$ cat src/rtl/spi_seq_pkg.sv
`timescale 1ns/1ps
package spi_seq_pkg;
  localparam int BUF_BYTES = 64;
  localparam int MENU_N    = 8;
  localparam int IDX_W     = $clog2(BUF_BYTES + 4 + 1);

  // strobes from the sequencer into the datapath
  typedef struct packed {
    logic             load;        // load shift register with byte loadIdx
    logic             capture;     // sample MISO at rising edge
    logic             shift;       // shift at falling edge
    logic             store;       // byte curIdx complete
    logic             prefixFrame; // frame being built is the prefix frame
    logic [IDX_W-1:0] loadIdx;
    logic [IDX_W-1:0] curIdx;
  } seqStrobe_t;
endpackage

$ cat src/rtl/spi_seq_control.sv
`timescale 1ns/1ps
module spi_seq_control
  import spi_seq_pkg::*;
#(
  parameter int HALF_DIV = 2
) (
  input  logic             clk,
  input  logic             rstN,
  input  logic             startPulse,
  input  logic             atomicReq,
  input  logic [IDX_W-1:0] frameLast,
  output seqStrobe_t       stb,
  output logic             busy,
  output logic             finish,
  output logic             csN,
  output logic             sclk
);
  localparam int CNT_W = $clog2(2 * HALF_DIV + 1);
  localparam logic [CNT_W-1:0] HALF_END = CNT_W'(HALF_DIV - 1);
  localparam logic [CNT_W-1:0] GAP_END  = CNT_W'(2 * HALF_DIV - 1);

  typedef enum logic [1:0] {S_IDLE, S_SHIFT, S_GAP} seqState_t;

  seqState_t        state;
  logic [CNT_W-1:0] cnt;
  logic [2:0]       bitIdx;
  logic [IDX_W-1:0] byteIdx;
  logic             inPrefix;
  logic             tick;
  logic             lastByte;

  assign tick     = (cnt == HALF_END);
  assign lastByte = inPrefix ? (byteIdx == '0) : (byteIdx == frameLast);

  always_comb begin
    stb             = '0;
    stb.prefixFrame = inPrefix;
    stb.curIdx      = byteIdx;
    stb.loadIdx     = byteIdx + 1'b1;
    finish          = 1'b0;
    case (state)
      S_IDLE: if (startPulse) begin
        stb.load        = 1'b1;
        stb.loadIdx     = '0;
        stb.prefixFrame = atomicReq;
      end
      S_SHIFT: if (tick) begin
        if (!sclk) stb.capture = 1'b1;
        else begin
          stb.shift = 1'b1;
          if (bitIdx == 3'd7) begin
            stb.store = 1'b1;
            if (lastByte) finish = !inPrefix;
            else          stb.load = 1'b1;
          end
        end
      end
      S_GAP: if (cnt == GAP_END) begin
        stb.load        = 1'b1;
        stb.loadIdx     = '0;
        stb.prefixFrame = 1'b0;
      end
      default: ;
    endcase
  end

  always_ff @(posedge clk or negedge rstN) begin
    if (!rstN) begin
      state    <= S_IDLE;
      cnt      <= '0;
      bitIdx   <= '0;
      byteIdx  <= '0;
      inPrefix <= 1'b0;
      busy     <= 1'b0;
      csN      <= 1'b1;
      sclk     <= 1'b0;
    end else begin
      case (state)
        S_IDLE: if (startPulse) begin
          state    <= S_SHIFT;
          cnt      <= '0;
          bitIdx   <= '0;
          byteIdx  <= '0;
          inPrefix <= atomicReq;
          busy     <= 1'b1;
          csN      <= 1'b0;
          sclk     <= 1'b0;
        end
        S_SHIFT: begin
          cnt <= tick ? '0 : cnt + 1'b1;
          if (tick) begin
            if (!sclk) sclk <= 1'b1;
            else begin
              sclk <= 1'b0;
              if (bitIdx == 3'd7) begin
                bitIdx <= '0;
                if (lastByte) begin
                  csN <= 1'b1;
                  if (inPrefix) state <= S_GAP;
                  else begin
                    state <= S_IDLE;
                    busy  <= 1'b0;
                  end
                end else byteIdx <= byteIdx + 1'b1;
              end else bitIdx <= bitIdx + 1'b1;
            end
          end
        end
        S_GAP: begin
          cnt <= cnt + 1'b1;
          if (cnt == GAP_END) begin
            cnt      <= '0;
            state    <= S_SHIFT;
            csN      <= 1'b0;
            inPrefix <= 1'b0;
            byteIdx  <= '0;
          end
        end
        default: state <= S_IDLE;
      endcase
    end
  end
endmodule

$ cat src/rtl/spi_seq_datapath.sv
`timescale 1ns/1ps
module spi_seq_datapath
  import spi_seq_pkg::*;
(
  input  logic             clk,
  input  logic             rstN,
  input  logic             regWr,
  input  logic [5:0]       regAddr,
  input  logic [15:0]      regWdata,
  output logic [15:0]      regRdata,
  input  seqStrobe_t       stb,
  input  logic             seqBusy,
  input  logic             seqFinish,
  input  logic             csN,
  input  logic             spiMiso,
  output logic             spiMosi,
  output logic             startPulse,
  output logic             atomicQ,
  output logic [IDX_W-1:0] frameLast,
  output logic             doneQ,
  output logic             blockedQ,
  output logic             lockQ
);
  logic [7:0]  menu [MENU_N];
  logic [7:0]  dataBuf [BUF_BYTES];
  logic [15:0] prefixReg, typeReg, ctrlReg;
  logic [23:0] addrReg;
  logic [7:0]  shReg, txByte, rxByte;
  logic        rxBit;

  logic busyAny, wrCtrl, goReq, goOk, stWr, menuWr, bufWr, storeEn;
  logic [2:0] opSel;
  logic [1:0] typeCode;
  logic [IDX_W-1:0] hdrLen, dIdx, sIdx;

  assign busyAny  = seqBusy | startPulse;
  assign opSel    = ctrlReg[6:4];
  assign atomicQ  = ctrlReg[2];
  assign typeCode = typeReg[2*opSel +: 2];
  assign hdrLen   = typeCode[1] ? IDX_W'(4) : IDX_W'(1);
  assign frameLast = (typeCode[1] ? IDX_W'(3) : '0)
                   + (ctrlReg[14] ? IDX_W'(ctrlReg[13:8]) + 1'b1 : '0);

  assign wrCtrl = regWr && (regAddr == 6'd0);
  assign goReq  = wrCtrl && regWdata[0];
  assign goOk   = goReq && !busyAny && (menu[regWdata[6:4]] != 8'h00);
  assign stWr   = regWr && (regAddr == 6'd1);
  assign menuWr = regWr && (regAddr[5:2] == 4'b0001) && !lockQ;
  assign bufWr  = regWr && regAddr[5];

  assign dIdx    = stb.loadIdx - hdrLen;
  assign sIdx    = stb.curIdx - hdrLen;
  assign rxByte  = {shReg[6:0], rxBit};
  assign storeEn = stb.store && !stb.prefixFrame && !typeCode[0]
                && (stb.curIdx >= hdrLen);
  assign spiMosi = !csN && shReg[7];

  always_comb begin
    if (stb.prefixFrame)                         txByte = prefixReg[8*ctrlReg[3] +: 8];
    else if (stb.loadIdx == '0)                  txByte = menu[opSel];
    else if (typeCode[1] && stb.loadIdx == IDX_W'(1)) txByte = addrReg[23:16];
    else if (typeCode[1] && stb.loadIdx == IDX_W'(2)) txByte = addrReg[15:8];
    else if (typeCode[1] && stb.loadIdx == IDX_W'(3)) txByte = addrReg[7:0];
    else if (typeCode[0])                        txByte = dataBuf[dIdx[5:0]];
    else                                         txByte = 8'h00;
  end

  always_ff @(posedge clk or negedge rstN) begin
    if (!rstN) begin
      for (int i = 0; i < MENU_N; i++)    menu[i]    <= '0;
      for (int i = 0; i < BUF_BYTES; i++) dataBuf[i] <= '0;
      prefixReg  <= '0;
      typeReg    <= '0;
      ctrlReg    <= '0;
      addrReg    <= '0;
      shReg      <= '0;
      rxBit      <= 1'b0;
      startPulse <= 1'b0;
      doneQ      <= 1'b0;
      blockedQ   <= 1'b0;
      lockQ      <= 1'b0;
    end else begin
      startPulse <= goOk;
      if (wrCtrl && !busyAny) ctrlReg <= {regWdata[15:1], 1'b0};
      if (!lockQ && regWr && regAddr == 6'd2) prefixReg <= regWdata;
      if (!lockQ && regWr && regAddr == 6'd3) typeReg   <= regWdata;
      if (menuWr) begin
        menu[{regAddr[1:0], 1'b0}] <= regWdata[7:0];
        menu[{regAddr[1:0], 1'b1}] <= regWdata[15:8];
      end
      if (regWr && regAddr == 6'd8) addrReg[15:0]  <= regWdata;
      if (regWr && regAddr == 6'd9) addrReg[23:16] <= regWdata[7:0];
      if (storeEn) dataBuf[sIdx[5:0]] <= rxByte;
      else if (bufWr) begin
        dataBuf[{regAddr[4:0], 1'b0}] <= regWdata[7:0];
        dataBuf[{regAddr[4:0], 1'b1}] <= regWdata[15:8];
      end
      if (seqFinish)                doneQ <= 1'b1;
      else if (stWr && regWdata[1]) doneQ <= 1'b0;
      if (goReq && !goOk)           blockedQ <= 1'b1;
      else if (stWr && regWdata[2]) blockedQ <= 1'b0;
      if (stWr && regWdata[3])      lockQ <= 1'b1;
      if (stb.capture) rxBit <= spiMiso;
      if (stb.load)       shReg <= txByte;
      else if (stb.shift) shReg <= rxByte;
    end
  end

  always_comb begin
    regRdata = '0;
    if (regAddr[5])
      regRdata = {dataBuf[{regAddr[4:0], 1'b1}], dataBuf[{regAddr[4:0], 1'b0}]};
    else if (regAddr[5:2] == 4'b0001)
      regRdata = {menu[{regAddr[1:0], 1'b1}], menu[{regAddr[1:0], 1'b0}]};
    else case (regAddr)
      6'd0: regRdata = ctrlReg;
      6'd1: regRdata = {12'd0, lockQ, blockedQ, doneQ, busyAny};
      6'd2: regRdata = prefixReg;
      6'd3: regRdata = typeReg;
      6'd8: regRdata = addrReg[15:0];
      6'd9: regRdata = {8'd0, addrReg[23:16]};
      default: regRdata = '0;
    endcase
  end
endmodule

$ cat src/rtl/spi_flash_seq.sv
`timescale 1ns/1ps
module spi_flash_seq
  import spi_seq_pkg::*;
#(
  parameter int HALF_DIV = 2
) (
  input  logic        clk,
  input  logic        rstN,
  input  logic        regWr,
  input  logic [5:0]  regAddr,
  input  logic [15:0] regWdata,
  output logic [15:0] regRdata,
  output logic        spiCsN,
  output logic        spiSclk,
  output logic        spiMosi,
  input  logic        spiMiso
);
  seqStrobe_t       stb;
  logic             seqBusy, seqFinish, startPulse, atomicQ;
  logic             doneQ, blockedQ, lockQ;
  logic [IDX_W-1:0] frameLast;

  spi_seq_control #(.HALF_DIV(HALF_DIV)) u_ctrl (
    .clk(clk), .rstN(rstN), .startPulse(startPulse), .atomicReq(atomicQ),
    .frameLast(frameLast), .stb(stb), .busy(seqBusy), .finish(seqFinish),
    .csN(spiCsN), .sclk(spiSclk)
  );

  spi_seq_datapath u_dp (
    .clk(clk), .rstN(rstN), .regWr(regWr), .regAddr(regAddr),
    .regWdata(regWdata), .regRdata(regRdata), .stb(stb), .seqBusy(seqBusy),
    .seqFinish(seqFinish), .csN(spiCsN), .spiMiso(spiMiso), .spiMosi(spiMosi),
    .startPulse(startPulse), .atomicQ(atomicQ), .frameLast(frameLast),
    .doneQ(doneQ), .blockedQ(blockedQ), .lockQ(lockQ)
  );
endmodule

$ cat config.mk
export PLATFORM = sky130hd
export DESIGN_NAME = spi_flash_seq
export DESIGN_NICKNAME = d
export VERILOG_FILES = /design/src/rtl/spi_seq_pkg.sv /design/src/rtl/spi_seq_control.sv /design/src/rtl/spi_seq_datapath.sv /design/src/rtl/spi_flash_seq.sv
export SDC_FILE = /design/constraint.sdc
export NUM_CORES = 2
export LEC_CHECK = 0
export BUFFER_PORTS_ARGS = -buffer_cell sky130_fd_sc_hd__buf_2
export CAP_MARGIN = 10
export CORE_UTILIZATION = 35
export CTS_CLUSTER_SIZE = 30
export DETAILED_ROUTE_END_ITERATION = 8
export MAX_ROUTING_LAYER = met4
export RECOVER_POWER = 50
export SLEW_MARGIN = 5
export SYNTH_ARGS = -nofsm -noshare
export SYNTH_HDL_FRONTEND = slang
export SYNTH_HIERARCHICAL = 1
export SYNTH_SLANG_ARGS = --single-unit
$ cat constraint.sdc
create_clock -name clk -period 6.61 [get_ports clk]
set_input_delay 0.661 -clock clk [delete_from_list [all_inputs] [get_ports clk]]
set_output_delay 0.661 -clock clk [all_outputs]
set_load 0.005 [all_outputs]
==> results.toml <==
[outcome]
status = "finished with violations"
violations = "max-capacitance violations, max-slew violations"

[timing]
hold_viol_final = 0
timing.hold.ws_ps = 312
rsz0062_at_grt = "no"
clock-skew-final_ps = 39.9
setup_viol = 0
min_period_ps = 5470
fmax_mhz = 183
drv_slew = 234
setup_slack_ps = 1140
period_share = 0.827
worstMarginPinSlew_ps = 4260
setup_tns_ps = 0
slew_headroom = -1.84

[drt]
drt_drc_violations_left = 0
antenna_left = 0
firstDrtPassIters = 6
wl_per_cell_um = 33.1
num_vias = 33612
drt-initial-drc-count = 4403
drt_wl_total_um = 164000
viasPerCell = 6.77

[synthesis]
synthCells = 3363
avgSynthCellArea_sq_um = 12.7
synth_area_sq_um = 42600
synthTopCellsByArea = "dfrtp_1, mux4_2, mux2_1, o22ai_1, mux2_2"
synth_common_cells = "dfrtp_1, o22ai_1, mux2_1"
ys_ff_latch = 679
ys_warn_count = 6
synth_edf_count = 0
synth_ff_type = "dfrtp_1"
synth_top_area_cell = "dfrtp_1"
synth_seq_area_share = 0.399
async_flop_share = 1.00
synth_top_area_share = 0.399
synth.distinct_cells = 79
synth_most_common_cell = "dfrtp_1"
syn_nets = 3411

[pwr]
peakVddDrop_v = 0.000687
p_per_area_nw_per_um2 = 421
leakage_nw = 16.5

[floorplanning]
ios = 45
initial_core_util = 0.354
die-width_um = 351
die_area_sq_um = 123000
die_h_um = 351
core_sq_um = 120000
rows = 127

[cells_and_area]
drive_gt1_frac = 0.260
syn2layout_area_growth_pct = 10.4
nets = 3327
stdcell_count = 4962

[clock_tree]
clock_latency_ps = 670
root_buffer = "clkbuf_16"
cts_tree = "built"
ctsLongestPathBuffers = 3
ctsResizeCount = 0
cts_max_level = 3
numCtsBuffers = 79
cts_sinks = 679
cts.reportedPaths.clkPinSlew_ps = 70

[global_route]
grt_max_degree = 169
overflow = 0
first_global_vias = 32512
antenna_found_initial = 8
grt_pass1_wl_um = 240000
grt_use_total = 0.273

[place]
post-place-ws_ps = 1340
gp_congestion = 1.01
hpwl_um = 109000
numPortBuffers = 44
post-place-cells = 4809

[setup_path]
path_cells = "nor2_1 > a22oi_1 > and3_1 > ha_1 > inv_1 > fa_1 > nor2_1 > nand2_1 > xor2_1 > xor2_1 > nor4_1 > a21oi_1 > buf_4 > nand2_1 > a21oi_2 > a21oi_1 > nor2_1 > o221ai_1 > o221ai_1 > or2_1"
cpMaxStageDelayCell = "dfrtp_1"
max_stage_delay_ps = 920
path_depth = 20
critPathBufInv = 2
worstPathRequired_ps = 7200
arrival_ps = 6060
critPathMostFrequentCell = "nor2_1"
r2r_cells = 20
path_class = "flip-flop to flip-flop"
crit_path_start_kind = "flip-flop"
path_delay_family = "compound AO/OA/AOI/OAI gates"
path_max_fanout = 21
cp-end-kind = "flip-flop"

[hold_path]
holdPathStages = 2
min_path_type = "primary input to flip-flop"

[job]
drv_cap = 2
stage by stage:
stage / utilization / total power [W] / cell area, sq um
after detailed placement: 0.368 / 0.0150 / 44300
after CTS: 0.391 / 0.0195 / 47000
final: 0.391 / 0.0198 / 47000
after global routing: 0.391 / 0.0203 / 47000
after global placement: 0.368 / 0.0148 / 44300
after floorplan: - / 0.0117 / 42600
cells in the final DEF (no fill, tap or decap), types with 80 or more instances in the layout:
| cell | synthesis | layout |
|---|---|---|
| dfrtp_1 | 678 | 678 |
| o22ai_1 | 512 | 512 |
| mux2_1 | 455 | 455 |
| mux4_2 | 305 | 305 |
| nand2_1 | 198 | 190 |
| mux2_2 | 123 | 123 |
| a22oi_1 | 105 | 105 |
| buf_4 | 17 | 101 |
| mux2_4 | 81 | 81 |
| clkbuf_16 | 0 | 80 |
path summary, 6_finish.rpt:
path                                 startpoint           endpoint  slack (ps)
worst min register to register       u_dp/doneQ         u_dp/doneQ         500
worst min-delay path                    spiMiso         u_dp/rxBit         310
max in group asynchronous                  rstN   u_dp/dataBuf[74]        1290
worst max-delay path            u_dp/ctrlReg[6]      u_dp/shReg[7]        1140
min in group asynchronous                  rstN  u_dp/dataBuf[381]        2070
worst max register to register  u_dp/ctrlReg[6]      u_dp/shReg[7]        1140
worst reg2reg max path: stages (launching register included):
cell,delay [ps]
dfrtp_1,920
nor2_1,120
a22oi_1,280
and3_1,340
ha_1,220
inv_1,60
fa_1,480
nor2_1,170
nand2_1,80
xor2_1,210
xor2_1,170
nor4_1,80
a21oi_1,130
buf_4,190
nand2_1,80
a21oi_2,910
a21oi_1,110
nor2_1,150
o221ai_1,300
o221ai_1,290
or2_1,140
flip-flops by register name, summed over array words and instances, names as in the netlist:
signal	count
u_dp/dataBuf	512
u_dp/menu	64
u_dp/addrReg	24
u_dp/prefixReg	16
u_dp/typeReg	16
u_dp/ctrlReg	15
u_dp/shReg	8
u_ctrl/byteIdx	7
u_ctrl/bitIdx	3
u_ctrl/cnt	3
u_ctrl/state	2
u_ctrl/busy	1
u_ctrl/csN	1
u_ctrl/inPrefix	1
u_ctrl/sclk	1
u_dp/blockedQ	1
u_dp/doneQ	1
u_dp/lockQ	1
u_dp/rxBit	1
u_dp/startPulse	1
layer usage:
layer	share of wire	global-route usage
met1	0.39	0.355
met4	0.062	0.144
met2	0.43	0.383
met3	0.12	0.0797
met5	0	-
what timing repair did:
action | CTS | global route
setup buffers | 0 | 0
hold endpoints to repair | 5 | 0
hold buffers | 1 | 0
power breakdown:
group / internal (W) / switching, W / total, W
Sequential: 0.00491 / 0.000731 / 0.00564
Combinational: 0.00427 / 0.00529 / 0.00956
Clock: 0.00269 / 0.00189 / 0.00458
final cells by class:
cell class | instances | area (sq um)
Antenna cell | 8 | 20.0
Clock buffer | 121 | 2360
Clock inverter | 23 | 300
Fill cell | 11357 | 73300
Inverter | 24 | 90.1
Multi-Input combinational cell | 2340 | 24000
Sequential cell | 679 | 17000
Tap cell | 1612 | 2020
Timing Repair Buffer | 155 | 1170
logic make-up after synthesis:
logic type               Yosys count  synth area share
multiplexers                    1026             0.358
flip-flops                       679             0.399
AND/OR/NAND/NOR                  441            0.0506
XOR/XNOR                          26           0.00553
adder cells (fa/ha/maj)           22           0.00665
AO/OA/AOI/OAI                    825             0.142
buffers and inverters            344            0.0383
Note: power is estimated with default switching activity, not from simulation.
